### src/rtl/golomb_dec_pkg.sv
package golomb_dec_pkg;

  // Width of the remainder tail for divisor m (ceil(log2 m)).
  function automatic int tail_width(input int m);
    return $clog2(m);
  endfunction

  // True when m is a power of two: plain binary tail, no truncation.
  function automatic bit divisor_is_pow2(input int m);
    return (m & (m - 1)) == 0;
  endfunction

endpackage

### src/rtl/gd_parse.sv
module gd_parse
  import golomb_dec_pkg::*;
#(
  parameter int PKT_W = 16,
  parameter int M     = 2,
  parameter int BUF_W = 48,
  parameter int CW    = 6,
  parameter int NW    = 6
) (
  input  logic [BUF_W-1:0] win,
  input  logic [CW-1:0]    cnt,
  input  logic             eos,
  output logic             code_ok,
  output logic             code_fin,
  output logic [NW-1:0]    code_n,
  output logic [CW-1:0]    code_len
);
  localparam int B   = tail_width(M);
  localparam int THR = (1 << B) - M;

  logic          found;
  logic [CW-1:0] q;
  logic [CW-1:0] tl;
  logic [NW-1:0] r;
  logic [BUF_W-1:0] sh;

  // Quotient: ones ahead of the first zero within one package window.
  always_comb begin
    found = 1'b0;
    q     = '0;
    for (int i = 0; i < PKT_W; i++) begin
      if (!found && !win[BUF_W-1-i]) begin
        found = 1'b1;
        q     = CW'(i);
      end
    end
  end

  assign sh = win << (q + CW'(1));

  generate
    if (divisor_is_pow2(M)) begin : g_pow2
      assign r  = NW'(sh[BUF_W-1 -: B]);
      assign tl = CW'(B);
    end else begin : g_trunc
      logic [B-2:0] t_short;
      assign t_short = sh[BUF_W-1 -: B-1];
      always_comb begin
        if ({1'b0, t_short} < B'(THR)) begin
          r  = NW'(t_short);
          tl = CW'(B - 1);
        end else begin
          r  = NW'(sh[BUF_W-1 -: B]) - NW'(THR);
          tl = CW'(B);
        end
      end
    end
  endgenerate

  assign code_len = q + CW'(1) + tl;
  assign code_n   = NW'(q) * NW'(M) + r;
  assign code_ok  = found && ((cnt >= CW'(PKT_W)) || (eos && cnt >= code_len));
  assign code_fin = eos && (cnt == code_len);

endmodule

### src/rtl/gd_buffer.sv
module gd_buffer #(
  parameter int PKT_W = 16,
  parameter int BUF_W = 48,
  parameter int CW    = 6,
  parameter int NBW   = 5
) (
  input  logic             clk,
  input  logic             rst_n,
  input  logic [PKT_W-1:0] pkt_data,
  input  logic             pkt_valid,
  input  logic             pkt_last,
  input  logic [NBW-1:0]   pkt_nbits,
  output logic             pkt_ready,
  input  logic             take,
  input  logic [CW-1:0]    take_len,
  input  logic             eos_clr,
  output logic [BUF_W-1:0] bits,
  output logic [CW-1:0]    cnt,
  output logic             eos
);
  localparam int LIMIT = BUF_W - PKT_W;

  logic             accept;
  logic [CW-1:0]    keep_cnt, cnt_nx;
  logic [BUF_W-1:0] keep_bits, ins, bits_nx;
  logic [PKT_W-1:0] mask;
  logic             eos_nx;

  assign pkt_ready = !eos && (cnt <= CW'(LIMIT));
  assign accept    = pkt_valid && pkt_ready;

  always_comb begin
    keep_cnt  = take ? cnt - take_len : cnt;
    keep_bits = take ? bits << take_len : bits;
    mask      = pkt_last ? ~({PKT_W{1'b1}} >> pkt_nbits) : {PKT_W{1'b1}};
    ins       = {pkt_data & mask, {(BUF_W-PKT_W){1'b0}}} >> keep_cnt;
    bits_nx   = accept ? (keep_bits | ins) : keep_bits;
    cnt_nx    = accept ? keep_cnt + (pkt_last ? CW'(pkt_nbits) : CW'(PKT_W))
                       : keep_cnt;
    if (accept && pkt_last)  eos_nx = 1'b1;
    else if (eos_clr)        eos_nx = 1'b0;
    else                     eos_nx = eos;
  end

  always_ff @(posedge clk or negedge rst_n) begin
    if (!rst_n) begin
      bits <= '0;
      cnt  <= '0;
      eos  <= 1'b0;
    end else begin
      if (accept || take) begin
        bits <= bits_nx;
        cnt  <= cnt_nx;
      end
      eos <= eos_nx;
    end
  end

  // the buffer never holds more than its three packages
  a_r1_no_overflow: assert property (@(posedge clk) disable iff (!rst_n)
    cnt <= CW'(BUF_W));

  // a final package closes the input until the stream drains
  a_r1_final_closes: assert property (@(posedge clk) disable iff (!rst_n)
    (pkt_valid && pkt_ready && pkt_last) |=> !pkt_ready);

endmodule

### src/rtl/gd_expand.sv
module gd_expand #(
  parameter int NW = 6
) (
  input  logic          clk,
  input  logic          rst_n,
  input  logic          code_ok,
  input  logic          code_fin,
  input  logic [NW-1:0] code_n,
  input  logic          out_ready,
  output logic          take,
  output logic          done,
  output logic          out_bit,
  output logic          out_valid,
  output logic          out_last
);
  logic          act, fin;
  logic [NW-1:0] zcnt;
  logic          act_nx, fin_nx;
  logic [NW-1:0] zcnt_nx;
  logic          zero_ph, one_ph, end_empty;

  always_comb begin
    zero_ph   = act && (zcnt != '0);
    one_ph    = act && (zcnt == '0) && !fin;
    out_valid = zero_ph || (one_ph && code_ok);
    out_bit   = !zero_ph;
    out_last  = (zero_ph && fin && zcnt == NW'(1)) ||
                (one_ph && code_ok && code_fin && code_n == '0);
    take      = (!act && code_ok) || (one_ph && code_ok && out_ready);
    end_empty = take && act && code_fin && (code_n == '0);
    done      = (act && fin && zcnt == '0) ||
                (zero_ph && fin && zcnt == NW'(1) && out_ready) || end_empty;

    act_nx  = act;
    fin_nx  = fin;
    zcnt_nx = zcnt;
    if (zero_ph && out_ready) begin
      zcnt_nx = zcnt - NW'(1);
      if (fin && zcnt == NW'(1)) act_nx = 1'b0;
    end
    if (act && fin && zcnt == '0) act_nx = 1'b0;
    if (take) begin
      if (end_empty) begin
        act_nx = 1'b0;
      end else begin
        act_nx  = 1'b1;
        fin_nx  = code_fin;
        zcnt_nx = code_n;
      end
    end
  end

  always_ff @(posedge clk or negedge rst_n) begin
    if (!rst_n) begin
      act  <= 1'b0;
      fin  <= 1'b0;
      zcnt <= '0;
    end else begin
      act  <= act_nx;
      fin  <= fin_nx;
      zcnt <= zcnt_nx;
    end
  end

  // a stalled output holds steady
  a_r9_hold_stall: assert property (@(posedge clk) disable iff (!rst_n)
    (out_valid && !out_ready) |=> (out_valid && $stable(out_bit) && $stable(out_last)));

  // nothing follows the last bit of a stream in the next cycle
  a_r8_idle_after_last: assert property (@(posedge clk) disable iff (!rst_n)
    (out_valid && out_ready && out_last) |=> !out_valid);

endmodule

### src/rtl/golomb_pkt_decoder.sv
module golomb_pkt_decoder #(
  parameter int PKT_W = 16,
  parameter int M     = 2
) (
  input  logic                       clk,
  input  logic                       rst_n,
  input  logic [PKT_W-1:0]           pkt_data,
  input  logic                       pkt_valid,
  input  logic                       pkt_last,
  input  logic [$clog2(PKT_W+1)-1:0] pkt_nbits,
  output logic                       pkt_ready,
  output logic                       out_bit,
  output logic                       out_valid,
  output logic                       out_last,
  input  logic                       out_ready
);
  localparam int BUF_W = 3 * PKT_W;
  localparam int CW    = $clog2(BUF_W + 1);
  localparam int NBW   = $clog2(PKT_W + 1);
  localparam int NW    = $clog2(PKT_W * M + 1);

  logic [1:0]       rst_q;
  logic             rst_i_n;
  logic [BUF_W-1:0] bits;
  logic [CW-1:0]    cnt, code_len;
  logic             eos, code_ok, code_fin, take, done;
  logic [NW-1:0]    code_n;

  // Asynchronous assert, synchronous release
  always_ff @(posedge clk or negedge rst_n) begin
    if (!rst_n) rst_q <= 2'b00;
    else        rst_q <= {rst_q[0], 1'b1};
  end
  assign rst_i_n = rst_q[1];

  gd_buffer #(.PKT_W(PKT_W), .BUF_W(BUF_W), .CW(CW), .NBW(NBW)) u_buf (
    .clk(clk), .rst_n(rst_i_n),
    .pkt_data(pkt_data), .pkt_valid(pkt_valid), .pkt_last(pkt_last),
    .pkt_nbits(pkt_nbits), .pkt_ready(pkt_ready),
    .take(take), .take_len(code_len), .eos_clr(done),
    .bits(bits), .cnt(cnt), .eos(eos)
  );

  gd_parse #(.PKT_W(PKT_W), .M(M), .BUF_W(BUF_W), .CW(CW), .NW(NW)) u_parse (
    .win(bits), .cnt(cnt), .eos(eos),
    .code_ok(code_ok), .code_fin(code_fin), .code_n(code_n), .code_len(code_len)
  );

  gd_expand #(.NW(NW)) u_exp (
    .clk(clk), .rst_n(rst_i_n),
    .code_ok(code_ok), .code_fin(code_fin), .code_n(code_n),
    .out_ready(out_ready), .take(take), .done(done),
    .out_bit(out_bit), .out_valid(out_valid), .out_last(out_last)
  );

endmodule

### config.mk
export PLATFORM = sky130hd
export DESIGN_NAME = golomb_pkt_decoder
export DESIGN_NICKNAME = d
export VERILOG_FILES = /design/src/rtl/golomb_dec_pkg.sv /design/src/rtl/gd_parse.sv /design/src/rtl/gd_buffer.sv /design/src/rtl/gd_expand.sv /design/src/rtl/golomb_pkt_decoder.sv
export SDC_FILE = /design/constraint.sdc
export NUM_CORES = 1
export LEC_CHECK = 0
export BUFFER_PORTS_ARGS = -buffer_cell sky130_fd_sc_hd__buf_2
export CAP_MARGIN = 0
export CORE_ASPECT_RATIO = 1.25
export CORE_MARGIN = 2
export CORE_UTILIZATION = 25
export CTS_CLUSTER_DIAMETER = 100
export DETAILED_ROUTE_END_ITERATION = 8
export PLACE_DENSITY_LB_ADDON = 0.12
export SETUP_SLACK_MARGIN = 0.4
export SLEW_MARGIN = 40
export SYNTH_ARGS = -nofsm -noshare
export SYNTH_HDL_FRONTEND = slang
export SYNTH_SLANG_ARGS = --single-unit
### constraint.sdc
create_clock -name clk -period 9.9 [get_ports clk]
set_clock_uncertainty 0.15 [all_clocks]
set_input_delay 0.99 -clock clk [delete_from_list [all_inputs] [get_ports clk]]
set_output_delay 0.99 -clock clk [all_outputs]
set_load 0.02 [all_outputs]
======== After elaboration in Yosys (flattened, before gate mapping) ========
Cells that the tools add are included.
word-level totals
  register bits after elaboration ......... 65
  latch bits .............................. 0
  memory bits (writable) .................. 0
  ROM bits ................................ 0
  output and inout port bits .............. 4
  word-level logic and storage cells ...... 160
  memories ................................ 0
cells by class
  $add $sub $neg .......................... 6
  multiply operators ...................... 0
  divide/modulo/power cells ............... 0
  $lt $le $gt $ge ......................... 3
  equality and inequality tests ........... 2
  shifts and indexed selects .............. 4
  multiplexer cells ....................... 47
  bitwise operators ....................... 4
  reduce and logical (&&, ||, !) cells .... 87
operator list
  cell                     count
  $mux W48                 2
  $shl A48 B6 Y48          2
  $or A48 B48 Y48          1
  $shr A48 B6 Y48          1
  $logic_and A1 B1 Y1      39
  $logic_not A1 Y1         33
  $mux W4                  8
  $mux W6                  5
  $mux W1                  24
  $and A16 B16 Y16         1
  $mux W16                 1
  $not A16 Y16             1
  $shr A16 B5 Y16 const A  1
  $logic_not A6 Y1         2
  $mux W3                  4
  $logic_or A1 B1 Y1       7
  $add A5 B1 Y6            1
  $add A6 B1 Y6 const B    1
  $add A6 B6 Y6            1
  $eq A6 B1 Y1 const B     1
  $eq A6 B6 Y1             1
  $ge A6 B5 Y1 const B     1
  $ge A6 B6 Y1             1
  $le A6 B6 Y1 const B     1
  other kinds (10)         13

======== Depth between registers and ports, before layout ========
Gate-level depths: netlist of the first run.
  depth after elaboration ................. 60
  mapped depth ............................ 32

======== Hierarchy ========
From an unflattened synthesis of the first run, not the netlist that was laid out.
second synthesis, totals
  cell total of the unflattened synthesis .. 1005
  area total of the unflattened synthesis .. 8199.1 µm²
modules (own cells, without submodules)
  module              instances  cells each  area an instance (µm²)  seq. area each (µm²)
  gd_buffer           1          836         6776.5                  1376.3
  gd_parse            1          99          777.0                   0.0
  gd_expand           1          67          591.8                   200.2
  golomb_pkt_decoder  1          3           53.8                    50.0

======== Least setup slack after synthesis of the first run ========
No wires, ideal clock.
  kind .................................... flip-flop to flip-flop
  from .................................... register u_buf.bits[45]
  to ...................................... register u_buf.cnt[3]
  library setup time ...................... 126 ps
  arrival ................................. 6485 ps
  path slack .............................. 3138 ps
  stages on the path, launching flop included .. 32
  path buffers ............................ 7
  period minus slack after synthesis ...... 6762 ps
  cell sequence ........................... dfrtp_1 buf_2 nand4_1 nor2_1 o211ai_1 nand2_1 buf_2 buf_1 ha_1 o21a_1 or2_2 clkbuf_1 nand2_1 o31ai_2 inv_1 clkbuf_1 ha_1 a21oi_1 nor2_1 o41ai_2 a21oi_2 mux2_2 buf_6 inv_2 buf_2 ha_1 inv_1 maj3_1 nor2_1 a211o_1 o2111ai_1 xnor2_1
between the ends
  word-level cells in the longest chain between the ends .. 54
  elaborated cells between the ends (all ways) .. 71
RTL lines
  what                               line             RTL
  from (decl)                        gd_buffer.sv:17  output logic [BUF_W-1:0] bits,
  from (signal assigned)             gd_buffer.sv:52  bits <= bits_nx;
  $logic_not A1 Y1 *                 gd_parse.sv:32   if (!found && !win[BUF_W-1-i]) begin
  $logic_and A1 B1 Y1 *              gd_parse.sv:32
  $mux W1                            gd_parse.sv:32
  $logic_not A1 Y1                   gd_parse.sv:32
  $logic_and A1 B1 Y1                gd_parse.sv:32
  $mux W1                            gd_parse.sv:32
  $logic_not A1 Y1                   gd_parse.sv:32
  $logic_and A1 B1 Y1                gd_parse.sv:32
  (+37 left out)                     --
  $logic_and A1 B1 Y1                gd_parse.sv:62   assign code_ok = found && ((cnt >= CW'(PKT_W)) || (eos && cnt >= code_len));
  $logic_or A1 B1 Y1                 gd_parse.sv:62
  $logic_and A1 B1 Y1                gd_parse.sv:62
  $logic_and A1 B1 Y1 (2 in series)  gd_expand.sv:29  take = (!act && code_ok) || (one_ph && code_ok && out_ready);
  $logic_or A1 B1 Y1                 gd_expand.sv:29
  $mux W6                            gd_buffer.sv:33  keep_cnt = take ? cnt - take_len : cnt;
  $add A6 B6 Y6                      gd_buffer.sv:38  cnt_nx = accept ? keep_cnt + (pkt_last ? CW'(pkt_nbits) : CW'(PKT_W))
  $mux W6                            gd_buffer.sv:38
  to (signal assigned)               gd_buffer.sv:53  cnt <= cnt_nx;
  to (decl)                          gd_buffer.sv:18  output logic [CW-1:0] cnt,
Mark *: on every way between the ends. The rest lies on a longest branch, timed or not.
A chain may end at the register's enable or synchronous reset.

======== Worst setup path after layout of the first run ========
  from .................................... register u_buf.bits[44]
  to ...................................... register u_buf.bits[34]
between the ends
  word-level cells in the longest chain between the ends .. 52
  elaborated cells between the ends (all ways) .. 70
RTL lines
  what                               line             RTL
  $logic_not A1 Y1                   gd_parse.sv:32
  $logic_and A1 B1 Y1                gd_parse.sv:32
  $mux W1                            gd_parse.sv:32
  $logic_not A1 Y1                   gd_parse.sv:32
  $logic_and A1 B1 Y1                gd_parse.sv:32
  $mux W1                            gd_parse.sv:32
  $logic_not A1 Y1                   gd_parse.sv:32
  $logic_and A1 B1 Y1                gd_parse.sv:32
  (+35 left out)                     --
  $logic_or A1 B1 Y1                 gd_parse.sv:62
  $logic_and A1 B1 Y1                gd_parse.sv:62
  $logic_and A1 B1 Y1 (2 in series)  gd_expand.sv:29
  $logic_or A1 B1 Y1                 gd_expand.sv:29
  $mux W6                            gd_buffer.sv:33
  $shr A48 B6 Y48                    gd_buffer.sv:36  ins = {pkt_data & mask, {(BUF_W-PKT_W){1'b0}}} >> keep_cnt;
  $or A48 B48 Y48                    gd_buffer.sv:37  bits_nx = accept ? (keep_bits | ins) : keep_bits;
  $mux W48                           gd_buffer.sv:37
Parallel ways exist; a longest one is shown, timed or not.

==> impl_metrics.csv, run 1 <==
group,metric,value,unit
grt,overflow,0,
final_layout,fin_nets,986,
floorplan,die_w,166,µm
grt,grt_antenna_before_repair,1,
synthesis,synth_most_common_cell,"nand2_1",
synthesis,ys_async_sr_fraction,100,%
final_layout,fill_cells,3574,
route,drcViolationCount,0,
setup_path,critPathKind,"register to register",
place,dpl.hpwl,27300,µm
synthesis,syn_inst,964,
synthesis,yosys_most_used_dff,"dfrtp_1",
synthesis,synth_area_leaders,"dfrtp_1 20%, mux4_2 13%, mux2i_1 12%, nand2_1 4.9%, nor2_1 4.5%",
synthesis,synth-edff-count,0,
setup_path,cpPeakStageDelay,610,ps
synthesis,yosysWarnings,0,
setup_path,cp_max_fo,39,
grt,grt_first_pass_wirelength,54500,µm
setup_path,endpoint_kind,"register",
clocking,cts_tree,"built",
clocking,cts_buffers,9,
final_layout,diodes,0,
sta,tns,0,ps
sta,min_period,7350,ps
clocking,path_clk_slew,60,ps
floorplan,initial_core_util,25.2,%
setup_path,crit_slowest_cell,"o41ai_2",
synthesis,synth.avg_cell_area,8.48,µm²
grt,grt_pass1_vias,8288,
sta,rsz0062_at_grt,"no",
floorplan,core,0.0324,mm²
clocking,post_cts_buffers,0,
synthesis,ys_seq_area_share,19.9,%
clocking,hold_buffers,0,
final_layout,syn2layout_area_growth,10.6,%
sta,hold_viol,0,
route,drt-total-wl,35900,µm
sta,hold-worst-slack,200,ps
clocking,post_cts_resized,0,
run_status,status,"complete, no violations",
setup_path,cp_data_required_time,10000,ps
synthesis,yosysTopAreaCellShare,19.9,%
final_layout,drive_above_1_share,16.9,%
route,dr_total_vias,8118,
sta,post-route-period-util,74.3,%
clocking,cts.sinks,65,
floorplan,die_area,0.0342,mm²
sta,finalMaxSlewViolations,0,
synthesis,ys_types,87,
place,port_buffers,29,
synthesis,synth-seq-cells,65,
route,drt_iter0_markers,687,
hold_path,hold_path.class,"register to register",
floorplan,fp-row-count,74,
final_layout,fin_util,27.9,%
final_layout,multi_input_area,0.00612,mm²
setup_path,r2r_slack,2550,ps
setup_path,cp_cell_sequence,"nand4_1 -> nor2_1 -> o211ai_1 -> nand2_2 -> inv_1 -> ha_1 -> xnor2_2 -> buf_4 -> clkinv_1 -> ha_1 -> nand3_1 -> nor2_1 -> o41ai_2 -> a211oi_4 -> nor2_2 -> buf_4 -> mux2_2 -> o22ai_1 -> a31oi_1 -> a21oi_1 -> a221o_1",
setup_path,setup.worst_path.start_class,"register",
clocking,root_buffer,"clkbuf_16",
clocking,cts_buffer_depth,2,
clocking,clk_latency,370,ps
sta,timing.fmax,0.136,GHz
route,wl_per_cell,26.3,µm
flow_run,maxCapViolCount,0,
clocking,cts.htree.levels,3,
synthesis,yosysTopAreaCell,"dfrtp_1",
grt,grt_use_total,21.1,%
sta,slew_headroom,49.0,%
final_layout,seqCellArea,0.00163,mm²
floorplan,pin_count,30,
floorplan,die_h,206,µm
setup_path,arrival,7450,ps
place,globalplace.congestion,0.845,
grt,grt_max_degree,64,
synthesis,yosys-top-cells-count,"106 x nand2_1, 98 x mux2i_1, 97 x nor2_1",
route,ant_nets,0,
synthesis,syn_area,0.00817,mm²
route,dr.pass1.iters,7,
route,vias_per_cell,5.93,
sta,tightestPinTransition,761,ps
sta,setup_viol,0,
-- final timing paths --
kind                                        to           start  cells after the start
worst max-delay path            u_buf.bits[34]  u_buf.bits[44]                     21
worst min-delay path                  rst_q[1]        rst_q[0]                      0
worst max register to register  u_buf.bits[34]  u_buf.bits[44]                     21
worst min register to register        rst_q[1]        rst_q[0]                      0
max in group asynchronous       u_buf.bits[47]        rst_q[1]                      1
min in group asynchronous        u_buf.bits[3]        rst_q[1]                      1
-- metrics by stage --
step                std cells  cell area, µm²  setup slack (ps)
CTS                      1368            9030              2550
finish                   1368            9040              2550
floorplan                 965            8170              3140
global placement         1352            8650              2400
detailed placement       1352            8660              2510
global route             1368            9040              2030
-- registers in the layout (all words and copies together), names as in the netlist --
signal	count
rst_q	2
u_exp.fin	1
u_buf.cnt	6
u_buf.eos	1
u_exp.act	1
u_exp.zcnt	6
u_buf.bits	48
-- cell usage in the layout, fill, tap and decap left out, types with 13 or more instances in the layout --
cell	instances
mux4_2	48
buf_4	20
nor2_1	97
nand3_1	25
dfrtp_1	64
nor3_1	22
mux2i_1	98
ha_1	14
nand2_1	105
a21oi_1	43
o211ai_1	25
and2_1	14
inv_1	19
o21ai_0	48
nand4_1	13
buf_2	29
-- final cells by class --
class,instances,area share (%)
clock buffer,9,2.49
sequential,65,18.0
multi-input combinational,795,67.7
clock inverter,7,1.58
timing repair buffer,50,3.39
inverter,24,0.997
tap,418,5.79
-- routing by layer --
metal / part of all wire [%] / GRT usage [%] / wire length [µm] / up-vias
li1: - / - / - / 3674
met1: 42 / 26.2 / 15200 / 4093
met2: 49 / 36.2 / 17600 / 275
met3: 4.0 / 2.97 / 1440 / 76
met4: 4.8 / 10.5 / 1730 / 0
met5: 0 / 0 / 0 / -
-- cells by family (layout without fill, tap and decap cells) --
family	count (synthesis)	count (layout)	share of synthesized area (%)
xor+xnor	17	17	1.82
fa+ha+maj	18	18	2.79
mux	161	161	27.4
buf+inv	105	90	5.79
compound gates	272	272	23.9
flops	65	65	19.9
simple gates	325	325	18.3
other cells	1	2	0.0459
-- critical path: cells and delay by family, from the launching register on --
kind                     cells  cell delay [ps]
adder cells (fa/ha/maj)      2              770
AND/OR/NAND/NOR              6             1580
AO/OA/AOI/OAI                7             2380
flip-flops                   1              570
multiplexers                 1              220
buffers and inverters        4             1390
XOR/XNOR                     1              160
Power of run 1 is not shown: default switching activity piles up to over one toggle a cycle in this logic, so the estimate is an artifact.
==> run 2, diff against run 1 <==
clock period = 7.6 ns   (was 9.9 ns; I/O delays follow)
==> run 2 against run 1 <==
Against the previous run:
- cell count is 0.29% higher
- worst hold slack better by 2.5 ps
- worst setup slack worse by 1800 ps
- fmax is 7.5% higher
- count of clock-buffer cells in the layout is 2 higher
- flip-flop and latch count stayed put
- core utilization hardly changed
- first-iteration DRC count is 23% higher
- via count is 0.70% higher
- critical path depth is 2 higher
- non-clock buffer count is 4 higher
- sequential share of layout area hardly changed
==> impl_metrics.csv, run 2 (synthesized netlist as in run 1, its figures left out) <==
group,metric,value,unit
sta,tns,0,ps
final_layout,largest_reg_flops,48,
floorplan,initial_core_util,25.2,%
clocking,cts_buffers,9,
floorplan,core,0.0324,mm²
floorplan,die_area,0.0342,mm²
floorplan,die_h,206,µm
route,dr.pass1.iters,5,
final_layout,seqCellArea,0.00163,mm²
grt,grt_first_pass_wirelength,54700,µm
setup_path,cp_data_required_time,7720,ps
floorplan,fp-row-count,74,
sta,setup_viol,0,
grt,grt_max_degree,64,
clocking,cts_tree,"built",
final_layout,syn2layout_area_growth,10.5,%
sta,finalMaxSlewViolations,0,
grt,grt_antenna_before_repair,0,
setup_path,arrival,6960,ps
setup_path,cp_max_fo,17,
grt,overflow,0,
setup_path,endpoint_kind,"register",
flow_run,maxCapViolCount,0,
sta,tightestPinTransition,861,ps
setup_path,crit_slowest_cell,"or4_1",
hold_path,hold_path.class,"register to asynchronous set/reset pin",
final_layout,top_regs,"u_buf.bits (48), u_buf.cnt (6), u_exp.zcnt (6)",
place,dpl.hpwl,27600,µm
route,drt-total-wl,36300,µm
final_layout,diodes,0,
clocking,cts.htree.levels,3,
grt,use_met3,2.43,%
setup_path,cpPeakStageDelay,550,ps
grt,grt_pass1_vias,8271,
clocking,root_buffer,"clkbuf_16",
final_layout,layout_commonest_cell,"nand2_1",
setup_path,cp_cell_sequence,"nand4_1 -> nor2_1 -> a32oi_1 -> nand2_1 -> ha_1 -> nor3_1 -> or2_2 -> nand2_1 -> o31ai_2 -> buf_4 -> inv_1 -> ha_1 -> nand3_1 -> a21oi_1 -> or4_1 -> a31oi_2 -> or2_1 -> buf_4 -> mux2_2 -> and2_1 -> o32ai_4 -> mux2i_1 -> o211ai_1",
final_layout,final_cell_mix,"105 x nand2_1, 98 x mux2i_1, 94 x nor2_1",
sta,slew_headroom,42.6,%
clocking,path_clk_slew,60,ps
route,dr_total_vias,8175,
route,vias_per_cell,5.96,
sta,post-route-period-util,90.0,%
final_layout,fin_nets,990,
run_status,status,"complete, no violations",
clocking,clk_latency,370,ps
sta,rsz0062_at_grt,"yes",
grt,top_usage_layer,"met2",
setup_path,critPathKind,"register to register",
route,wl_per_cell,26.4,µm
sta,hold_viol,0,
floorplan,die_w,166,µm
grt,grt_use_total,21.2,%
final_layout,multi_input_area,0.00617,mm²
final_layout,top_register,"u_buf.bits",
clocking,cts_buffer_depth,2,
clocking,cts.sinks,65,
final_layout,drive_above_1_share,17.6,%
route,drt_iter0_markers,845,
route,drcViolationCount,0,
final_layout,fill_cells,3557,
grt,met2_usage,37.3,%
place,globalplace.congestion,0.886,
sta,timing.fmax,0.146,GHz
floorplan,pin_count,30,
route,ant_nets,0,
place,port_buffers,29,
setup_path,setup.worst_path.start_class,"register",
grt,grt_util_met1,25.5,%
sta,min_period,6840,ps
-- run 2: cell types whose count changed in the layout (fill, tap and decap cells not counted), moves of 2 or more --
| cell | before | now |
|---|---|---|
| buf_4 | 20 | 23 |
| bufinv_16 | 4 | 0 |
| clkbuf_8 | 0 | 2 |
| clkinv_2 | 1 | 3 |
| clkinv_4 | 2 | 0 |
| clkinvlp_4 | 0 | 2 |
| nor2_1 | 97 | 94 |
| nor2_2 | 1 | 3 |
| o41ai_2 | 2 | 0 |
-- run 2: critical path, delay by kind of cell (launching register included) --
kind            cells  cell delay (ps)
buf+inv             3              670
flops               1              490
fa+ha+maj           2              660
compound gates      6             1730
simple gates       10             2330
mux                 2              680
-- run 2: metal layers --
| metal | up-vias | share of wire [%] |
|---|---|---|
| li1 | 3690 | - |
| met1 | 4138 | 41 |
| met2 | 278 | 49 |
| met3 | 69 | 3.7 |
| met4 | 0 | 5.5 |
| met5 | - | 0 |
-- run 2: timing repair --
action	in CTS	in global routing
endpoints found under the setup margin	0	34
hold buffers	1	0
buffers inserted	0	0
resized for setup	0	9
hold endpoints to repair	2	0
-- run 2: layout make-up --
class / count / area share, %
multi-input cells: 795 / 68.3
clock inverters: 5 / 0.333
well taps: 418 / 5.79
clock buffers: 11 / 2.80
inverters: 24 / 0.998
repair buffers: 54 / 3.76
flip-flops and latches: 65 / 18.0
-- run 2: final timing paths --
kind                                      from        endpoint  slack [ps]  cells after the start
worst max register to register  u_buf.bits[45]  u_buf.bits[38]         760                     23
worst min register to register        rst_q[1]   u_buf.bits[8]         200                      1
worst min-delay path                  rst_q[1]   u_buf.bits[8]         200                      1
min in group clk                      rst_q[0]        rst_q[1]         210                      0
worst max-delay path            u_buf.bits[45]  u_buf.bits[38]         760                     23
max in group asynchronous             rst_q[1]    u_buf.cnt[2]        6560                      1
-- run 2: through the flow --
step	std cells	utilization, %	hold WS [ps]	instance area, µm²	worst slack [ps]
6_report	1372	27.9	202	9030	761
5_1_grt	1372	27.9	219	9030	327
4_1_cts	1372	27.7	214	8970	659
3_5_place_dp	1355	26.8	185	8680	673
3_3_place_gp	1355	26.8	186	8670	779
2_1_floorplan	965	-	181	8170	838
Power of run 2 is left out for the same reason.
==> run 3, diff against run 2 <==
PLACE_DENSITY_LB_ADDON = default   (was 0.12)
clock period = 6.3 ns   (was 7.6 ns; I/O delays follow)
==> run 3 against run 2 <==
Against the previous run:
- count of clock-buffer cells in the layout fell by 2
- design area rose by 4.3%
- routed wire length fell by 11%
- critical endpoint is now u_buf.bits[34]
- non-clock buffer count rose by 23
- largest cell class unchanged
- fmax rose by 23%
- core utilization rose by 1.2 points
- first-iteration DRC count rose by 3.0%
- cell count rose by 1.7%
- die area did not move
- sequential share of layout area fell by 0.63 points
==> impl_metrics.csv, run 3 (synthesized netlist as in run 1, its figures left out) <==
group,metric,value,unit
setup_path,r2r-start,"u_buf.bits[44]",
setup_path,cp_max_fo,16,
floorplan,die_w,166,µm
floorplan,core,0.0324,mm²
final_layout,layout_commonest_cell,"nand2_1",
setup_path,arrival,5660,ps
sta,finalMaxSlewViolations,0,
final_layout,largest_reg_flops,48,
sta,tns,0,ps
floorplan,initial_core_util,25.2,%
grt,grt_max_degree,64,
grt,grt_antenna_before_repair,0,
route,ant_nets,0,
route,drt-total-wl,32300,µm
floorplan,die_h,206,µm
grt,grt_pass1_vias,8402,
sta,slew_headroom,55.8,%
clocking,root_buffer,"clkbuf_16",
final_layout,syn2layout_area_growth,15.3,%
setup_path,endpoint_kind,"register",
final_layout,diodes,0,
clocking,cts_tree,"built",
sta,tightestPinTransition,662,ps
sta,hold_viol,0,
route,wl_per_cell,23.2,µm
floorplan,die_area,0.0342,mm²
clocking,cts_buffers,9,
grt,overflow,0,
route,vias_per_cell,6.10,
setup_path,reg2regPathDepth,23,
final_layout,drive_above_1_share,21.9,%
final_layout,final_cells,1395,
floorplan,fp-row-count,74,
final_layout,fin_nets,1013,
setup_path,r2r_end,"u_buf.bits[34]",
hold_path,hold_path.class,"register to asynchronous set/reset pin",
final_layout,final_cell_mix,"105 x nand2_1, 97 x mux2i_1, 93 x nor2_1",
final_layout,top_regs,"u_buf.bits (48), u_buf.cnt (6), u_exp.zcnt (6)",
place,globalplace.congestion,0.990,
grt,grt_use_total,18.6,%
setup_path,r2r_slack,730,ps
route,dr.pass1.iters,6,
sta,rsz0062_at_grt,"no",
clocking,path_clk_slew,60,ps
setup_path,cp_data_required_time,6390,ps
place,dpl.hpwl,24700,µm
route,drt_iter0_markers,870,
flow_run,maxCapViolCount,0,
sta,min_period,5570,ps
final_layout,top_register,"u_buf.bits",
place,dpl.cell_count,1368,
route,drcViolationCount,0,
clocking,cts_buffer_depth,2,
clocking,clk_latency,350,ps
sta,post-route-period-util,88.5,%
route,dr_total_vias,8509,
sta,setup_viol,0,
place,port_buffers,29,
grt,grt_first_pass_wirelength,50200,µm
sta,timing.fmax,0.179,GHz
clocking,cts.sinks,65,
setup_path,setup.worst_path.start_class,"register",
clocking,cts.htree.levels,3,
run_status,status,"complete, no violations",
setup_path,critPathKind,"register to register",
floorplan,pin_count,30,
[run 3: final cells by class]
cell class | instances | area (µm²)
clock buffer | 9 | 225
clock inverter | 7 | 143
fill | 3460 | 23000
inverter | 24 | 95.1
multi-input combinational | 795 | 6270
sequential | 65 | 1640
tap | 418 | 523
timing repair buffer | 77 | 523
[run 3: critical path, cell delays in order, from the launching register on]
cell      delay (ps)
dfrtp_2          490
nand4_1          120
buf_4            150
nor2_4            60
a32oi_2          260
nand2_1          170
ha_1             290
o21a_1           150
o21ai_0          220
xnor2_1          140
o21a_1           190
inv_4             40
ha_1             330
nand3_2          130
a21oi_2           60
or4_1            550
a31oi_4          300
or2_1            190
buf_6            210
a221oi_2         120
mux4_2           560
nor2_1           120
a21oi_1           90
a221o_1          350
[run 3: per-layer routing]
layer	wire (µm)	global-route usage, %	share of wire, %	vias up
li1	-	-	-	3724
met3	2090	1.88	6.5	134
met5	0	0	0	-
met2	15900	32.6	49	498
met4	2070	11.2	6.4	0
met1	12300	22.2	38	4153
[run 3: metrics by stage]
step	hold WS [ps]	worst slack, ps	util [%]	instance area [µm²]
2_1_floorplan	181	404	-	8280
3_3_place_gp	186	214	27.2	8830
3_5_place_dp	191	281	27.3	8830
4_1_cts	205	401	28.5	9250
5_1_grt	217	357	29.1	9420
6_report	188	726	29.1	9420
[run 3: worst max path at each step]
stage | start | to | slack (ps) | cells past startpoint
2_1_floorplan | u_buf.bits[32] | u_buf.cnt[3] | 400 | 31
3_3_place_gp | u_buf.bits[41] | u_buf.bits[19] | 210 | 22
3_5_place_dp | u_buf.bits[44] | u_buf.bits[3] | 280 | 22
4_1_cts | u_buf.bits[41] | u_buf.bits[3] | 400 | 21
5_1_grt | u_buf.bits[40] | u_buf.bits[2] | 360 | 22
6_report | u_buf.bits[44] | u_buf.bits[34] | 730 | 23
[run 3: repair_timing]
item | 4_1_cts | 5_1_grt
setup endpoints to repair | 8 | 51
resized for setup | 6 | 26
pin swaps | 0 | 7
hold buffers | 1 | 0
hold endpoints to repair | 2 | 0
buffers inserted | 0 | 10
Power of run 3 is left out for the same reason.
